**src/rtl/fcw_pkg.sv**
```systemverilog
package fcw_pkg;

  typedef enum logic [2:0] {
    LS_DETECT   = 3'd0,
    LS_POLLING  = 3'd1,
    LS_CONFIG   = 3'd2,
    LS_L0       = 3'd3,
    LS_L0S      = 3'd4,
    LS_RECOVERY = 3'd5,
    LS_L1       = 3'd6,
    LS_OTHER    = 3'd7
  } link_state_t;

  typedef enum logic [1:0] {
    DK_MISC  = 2'd0,
    DK_INIT  = 2'd1,
    DK_UPD   = 2'd2,
    DK_MISC2 = 2'd3
  } dllp_kind_t;

endpackage

```
**src/rtl/fcw_gate.sv**
```systemverilog
module fcw_gate
  import fcw_pkg::*;
(
  input  logic [2:0] link_state,
  input  logic       enable,
  output logic       link_active,
  output logic       count_ok
);
  always_comb begin
    link_active = (link_state == LS_L0) || (link_state == LS_L0S);
    count_ok    = link_active && enable;
  end
endmodule

```
**src/rtl/fcw_clear_sel.sv**
```systemverilog
module fcw_clear_sel
  import fcw_pkg::*;
(
  input  logic       dllp_valid,
  input  logic [1:0] dllp_kind,
  input  logic       any_dllp_mode,
  output logic       clr
);
  logic is_fc;
  always_comb begin
    is_fc = (dllp_kind == DK_INIT) || (dllp_kind == DK_UPD);
    clr   = dllp_valid && (is_fc || any_dllp_mode);
  end
endmodule

```
**src/rtl/fcw_arm.sv**
```systemverilog
module fcw_arm (
  input  logic clk,
  input  logic rst,
  input  logic link_active,
  input  logic fire,
  output logic armed
);
  always_ff @(posedge clk) begin
    if (rst)               armed <= 1'b1;
    else if (!link_active) armed <= 1'b1;
    else if (fire)         armed <= 1'b0;
  end
endmodule

```
**src/rtl/fcw_timer.sv**
```systemverilog
module fcw_timer #(
  parameter int LIMIT = 200
) (
  input  logic clk,
  input  logic rst,
  input  logic run,
  input  logic clr,
  output logic fire
);
  localparam int CNT_W = (LIMIT > 2) ? $clog2(LIMIT) : 1;
  localparam logic [CNT_W-1:0] LAST = CNT_W'(LIMIT - 1);

  logic [CNT_W-1:0] cnt;

  always_comb fire = run && !clr && (cnt == LAST);

  always_ff @(posedge clk) begin
    if (rst || !run || clr || fire) cnt <= '0;
    else                            cnt <= cnt + 1'b1;
  end
endmodule

```
**src/rtl/fcu_watchdog.sv**
```systemverilog
module fcu_watchdog #(
  parameter int CYC_PER_US = 125,
  parameter int TIMEOUT_US = 200
) (
  input  logic       clk,
  input  logic       rst,
  input  logic       enable,
  input  logic [2:0] link_state,
  input  logic       dllp_valid,
  input  logic [1:0] dllp_kind,
  input  logic       any_dllp_mode,
  output logic       retrain_req
);
  localparam int LIMIT = CYC_PER_US * TIMEOUT_US;

  logic link_active, count_ok, clr, armed, fire;

  fcw_gate u_gate (
    .link_state (link_state),
    .enable     (enable),
    .link_active(link_active),
    .count_ok   (count_ok)
  );

  fcw_clear_sel u_clr (
    .dllp_valid   (dllp_valid),
    .dllp_kind    (dllp_kind),
    .any_dllp_mode(any_dllp_mode),
    .clr          (clr)
  );

  fcw_arm u_arm (
    .clk        (clk),
    .rst        (rst),
    .link_active(link_active),
    .fire       (fire),
    .armed      (armed)
  );

  fcw_timer #(.LIMIT(LIMIT)) u_tmr (
    .clk (clk),
    .rst (rst),
    .run (count_ok && armed),
    .clr (clr),
    .fire(fire)
  );

  always_ff @(posedge clk) begin
    if (rst) retrain_req <= 1'b0;
    else     retrain_req <= fire;
  end
endmodule

```
**config.mk**
```make
export PLATFORM = sky130hd
export DESIGN_NAME = fcu_watchdog
export DESIGN_NICKNAME = d
export VERILOG_FILES = /design/src/rtl/fcw_pkg.sv /design/src/rtl/fcw_gate.sv /design/src/rtl/fcw_clear_sel.sv /design/src/rtl/fcw_arm.sv /design/src/rtl/fcw_timer.sv /design/src/rtl/fcu_watchdog.sv
export SDC_FILE = /design/constraint.sdc
export NUM_CORES = 1
export LEC_CHECK = 0
export ABC_CLOCK_PERIOD_IN_PS = 3800
export BUFFER_PORTS_ARGS = -buffer_cell sky130_fd_sc_hd__buf_4
export CORE_MARGIN = 5
export CORE_UTILIZATION = 46
export CTS_CLUSTER_DIAMETER = 60
export DETAILED_ROUTE_END_ITERATION = 8
export HOLD_SLACK_MARGIN = 0.03
export MAX_ROUTING_LAYER = met4
export PLACE_DENSITY = 0.65
export SLEW_MARGIN = 5
export SYNTH_ARGS = -nofsm -noshare
export SYNTH_HDL_FRONTEND = slang
export SYNTH_SLANG_ARGS = --single-unit
export TNS_END_PERCENT = 100
```
**constraint.sdc**
```tcl
create_clock -name clk -period 3.8 [get_ports clk]
set_input_delay 0.76 -clock clk [delete_from_list [all_inputs] [get_ports clk]]
set_output_delay 0.76 -clock clk [all_outputs]
set_load 0.01 [all_outputs]
```
# Yosys cells after proc, flatten, opt, wreduce, memory -nomap -nowiden
# Index checks and enable logic that the tools add are counted.
# totals
register_bits,17
inputBits,10
out_inout_bits,1
word_cells,24
# op_classes
add_sub_neg,1
eq_ne,5
bitwise_logic,1
n_reduce_logical,14
# ops
operator,count
"15-bit by 1-bit adder with 15-bit output, second input constant",1
"15-bit equality test, second input constant",1
1-bit logical OR,6
1-bit logical AND,5
"3-bit by 2-bit equality test with 1-bit output, second input constant",1
"3-bit equality test, second input constant",1
"2-bit by 1-bit equality test with 1-bit output, second input constant",1
"2-bit equality test, second input constant",1
1-bit zero test,2
2-bit OR reduction,1
1-bit inverter,1

# Longest topological paths before layout
# depth
word_depth,8
ltp_mapped,6
depth_no_buf,5

# Hierarchy
# From an unflattened synthesis, not the netlist that was laid out.
# unflattened
cells_unflattened,90
area_unflattened_um2,799.5
# modules_own_cells
mod,instances,cells_per_inst,area_each_um2
fcw_timer,1,76,668.1
fcw_gate,1,6,41.3
fcu_watchdog,1,3,40.0
fcw_arm,1,3,33.8
fcw_clear_sel,1,2,16.3

# Worst setup path after synthesis
# OpenSTA, ideal clock, no wires.
# synth_path
kind,input to register
start,in link_state[0]
end,reg u_tmr.cnt[10]
setup_ns,0.064
arrival_time_ns,1.714
required_ns,3.736
slack_ns,2.022
cell_stages,5
path_cell_list,or3b_1 > a21oi_2 > nand4_2 > buf_6 > nor2_1
# synth_between
elab_chain_len,8
# synth_rtl
item,line,source
from (decl),fcu_watchdog.sv:8,"input logic [2:0] link_state,"
3-bit by 2-bit equality test with 1-bit output / 3-bit equality test (equally long branches),fcw_gate.sv:10,link_active = (link_state == LS_L0) || (link_state == LS_L0S);
1-bit logical OR *,fcw_gate.sv:10,
1-bit logical AND *,fcw_gate.sv:11,count_ok = link_active && enable;
1-bit logical AND *,fcu_watchdog.sv:43,".run (count_ok && armed),"
1-bit zero test,fcw_timer.sv:18,if (rst || !run || clr || fire) cnt <= '0;
1-bit logical OR (2 in a row),fcw_timer.sv:18,
1-bit logical OR *,fcw_timer.sv:18,
to (signal assigned),fcw_timer.sv:19,else cnt <= cnt + 1'b1;
to (decl),fcw_timer.sv:13,logic [CNT_W-1:0] cnt;
# Every way passes the cells marked *; elsewhere a longest branch is shown, timed or not.
# A chain may end at the register's enable or synchronous reset.

# Final worst setup path
# layout_path
start,in link_state[0]
end,reg u_tmr.cnt[14]
# The elaborated chain is that of the path after synthesis.

==> flow_metrics.tcl <==
set metrics [dict create \
    io_pins 11 \
    r2r-start "u_tmr.cnt[0]" \
    cp.arrival_ps 2030 \
    grt_max_degree 15 \
    synth_nets 97 \
    cpPeakStageDelay_ps 380 \
    io_buffers 10 \
    synth_top_area_cell "dfxtp_1" \
    wl_met3_um 57 \
    synth_ff_type "dfxtp_1" \
    num-nets-final 111 \
    grt_pass1_wl_um 2490 \
    maxCapViolations 0 \
    fin_setup_tns_ps 0 \
    hold_path_class "register to register" \
    hold_ws_ps 462 \
    clk_latency_ps 290 \
    rsz0062_at_grt "false" \
    dieArea_sq_um 2610 \
    die_width_um 51.1 \
    rows 14 \
    insertedDiodeCount 0 \
    cp.buffers_inverters 1 \
    holdBufCountCts 0 \
    grt_use_total 0.132 \
    whs_path_depth 2 \
    syn_area_per_cell_sq_um 9.02 \
    yosysWarnings 0 \
    wl_met2_um 641 \
    place_congestion 0.787 \
    tightestPinTransition_ps 401 \
    fp.dieH_um 51.1 \
    start_util 0.498 \
    vias 634 \
    drc 0 \
    leakagePower_nw 0.316 \
    ctsRootBufferMaster "clkbuf_4" \
    status "completed" \
    ant_nets 0 \
    fin_crit_ps 1810 \
    wirelength_um 1390 \
    numCtsBuffers 3 \
    syn_area_sq_um 776 \
    regToRegSetupSlack_ps 2140 \
    wl_met1_um 671 \
    viasPerCell 5.51 \
    synth.top_cell.area_share 0.439 \
    highest_layer "met4" \
    ys_async_sr_fraction 0 \
    area_growth_pct 14.2 \
    critPathKind "input port to register" \
    ys_seq_elements 17 \
    slew_headroom 0.732 \
    fmax_ghz 0.553 \
    setup_viol 0 \
    dr.first_iter.drc_count 3 \
    synth_common_cells "dfxtp_1 (17), nor2_1 (14), xor2_1 (11), nand3_1 (9), nand4_1 (4)" \
    wire_per_inst_um 12.1 \
    crit_chain "buf_4, or3b_1, a21oi_2, nand4_2, a21oi_1" \
    regArea_sq_um 340 \
    nFillCells 148 \
    holdPathEnd "u_arm.armed" \
    layout-drive-gt1-share 0.152 \
    synth_cells 86 \
    crit_path_top_delay_cell "or3b_1" \
    reg2reg_depth 5 \
    synthTopCellsByArea "dfxtp_1 (44%), xor2_1 (12%), nor2_1 (6.8%)" \
    final.period_utilization 0.476 \
    place_hpwl_um 1060 \
    critPathTopFamily "simple AND/OR/NAND/NOR gates" \
    post_cts_buffers 0 \
    cts.clk_slew.worst_paths_ps 100 \
    required_ps 4020 \
    ir_drop_mv 0.218 \
    finalMaxSlewViolations 0 \
    synth_edf_count 0 \
    clock_sinks 17 \
    critPathLaunchType "input port" \
    hold_viol 0 \
    h-tree-depth 1 \
    yosysMostFrequentCell "dfxtp_1" \
    drtPass1Iterations 3 \
    path_max_fanout 14 \
    p_per_area_nw_per_um2 325 \
    synth_seq_area_share 0.439 \
    grt_overflow 0 \
    cp-end-kind "register" \
    multiInputGateArea_sq_um 417 \
    antenna_found_initial 0 \
    clock_skew_ps 8.78 \
    grt_pass1_vias 576 \
    coreArea_sq_um 1560 \
    holdCritStartpoint "u_arm.armed" \
    cts_max_path_buffers 2 \
    reg2reg_to "u_tmr.cnt[5]" \
    cts_tree "built" \
    cts_resized 0 \
    synth.distinct_cells 25 \
]
==> cells by family (layout without fill, tap and decap cells) <==
family	after synthesis	in the layout	synth area share
compound gates	8	8	0.0629
xor+xnor	12	12	0.135
fa+ha+maj	1	1	0.0161
buf+inv	3	16	0.0242
flops	17	17	0.439
simple gates	45	45	0.323
==> metal layers <==
metal / GRT usage / up-vias
li1: - / 332
met1: 0.155 / 293
met2: 0.195 / 5
met3: 0.0610 / 4
met4: 0.0538 / 0
met5: - / -
==> registers in the layout, indices dropped and copies added, names as in the netlist <==
| register | count |
|---|---|
| retrain_req | 1 |
| u_arm.armed | 1 |
| u_tmr.cnt | 15 |
==> through the flow <==
step                      power [mW]  cells  worst slack, ps  utilization  instance area [sq um]
after floorplan                0.189     86             2020            -                    776
after detailed placement       0.197    111             1680        0.551                    860
after CTS                      0.294    115             1990        0.568                    886
after global placement         0.197    111             1740        0.551                    860
final                          0.288    115             1990        0.568                    886
after global routing           0.303    115             1910        0.568                    886
==> worst max-delay path by stage <==
| stage | start | to | slack, ps | depth (start not counted) |
|---|---|---|---|---|
| 2_1_floorplan | link_state[0] | u_tmr.cnt[10] | 2020 | 5 |
| 3_3_place_gp | link_state[0] | u_tmr.cnt[13] | 1740 | 5 |
| 3_5_place_dp | link_state[0] | u_tmr.cnt[14] | 1680 | 5 |
| 4_1_cts | link_state[0] | u_tmr.cnt[14] | 1990 | 5 |
| 5_1_grt | u_tmr.cnt[0] | u_tmr.cnt[3] | 1910 | 5 |
| 6_report | link_state[0] | u_tmr.cnt[14] | 1990 | 5 |
==> where the power goes <==
group / total (mW) / internal, mW / switching, mW
combinational: 0.0144 / 0.00849 / 0.00587
sequential: 0.179 / 0.178 / 0.000320
clock: 0.0950 / 0.0409 / 0.0541
==> worst min-delay path: cells and delay by family, from the launching register on <==
kind	cells	cell delay, ps
compound gates	1	60
flops	1	320
simple gates	1	50
==> cell type report <==
type | count | area share
Clock buffer | 4 | 0.0297
Inverter | 2 | 0.00847
Multi-Input combinational cell | 66 | 0.470
Sequential cell | 17 | 0.384
Timing Repair Buffer | 10 | 0.0847
Tap cell | 16 | 0.0226
==> cells in the final DEF, fill, tap and decap left out, types with 2 or more instances in the layout <==
cell type,synthesis,layout
and2_1,2,2
buf_4,0,10
nand4_1,4,4
a21oi_1,2,2
inv_1,2,2
nand3_1,9,9
o21ai_0,3,3
clkbuf_4,0,3
nand2_1,3,3
nor2_1,14,14
xor2_1,11,11
or3_1,2,2
dfxtp_1,17,17
and3_1,3,3
and4_1,2,2
Note: power is estimated with default switching activity, not from simulation.
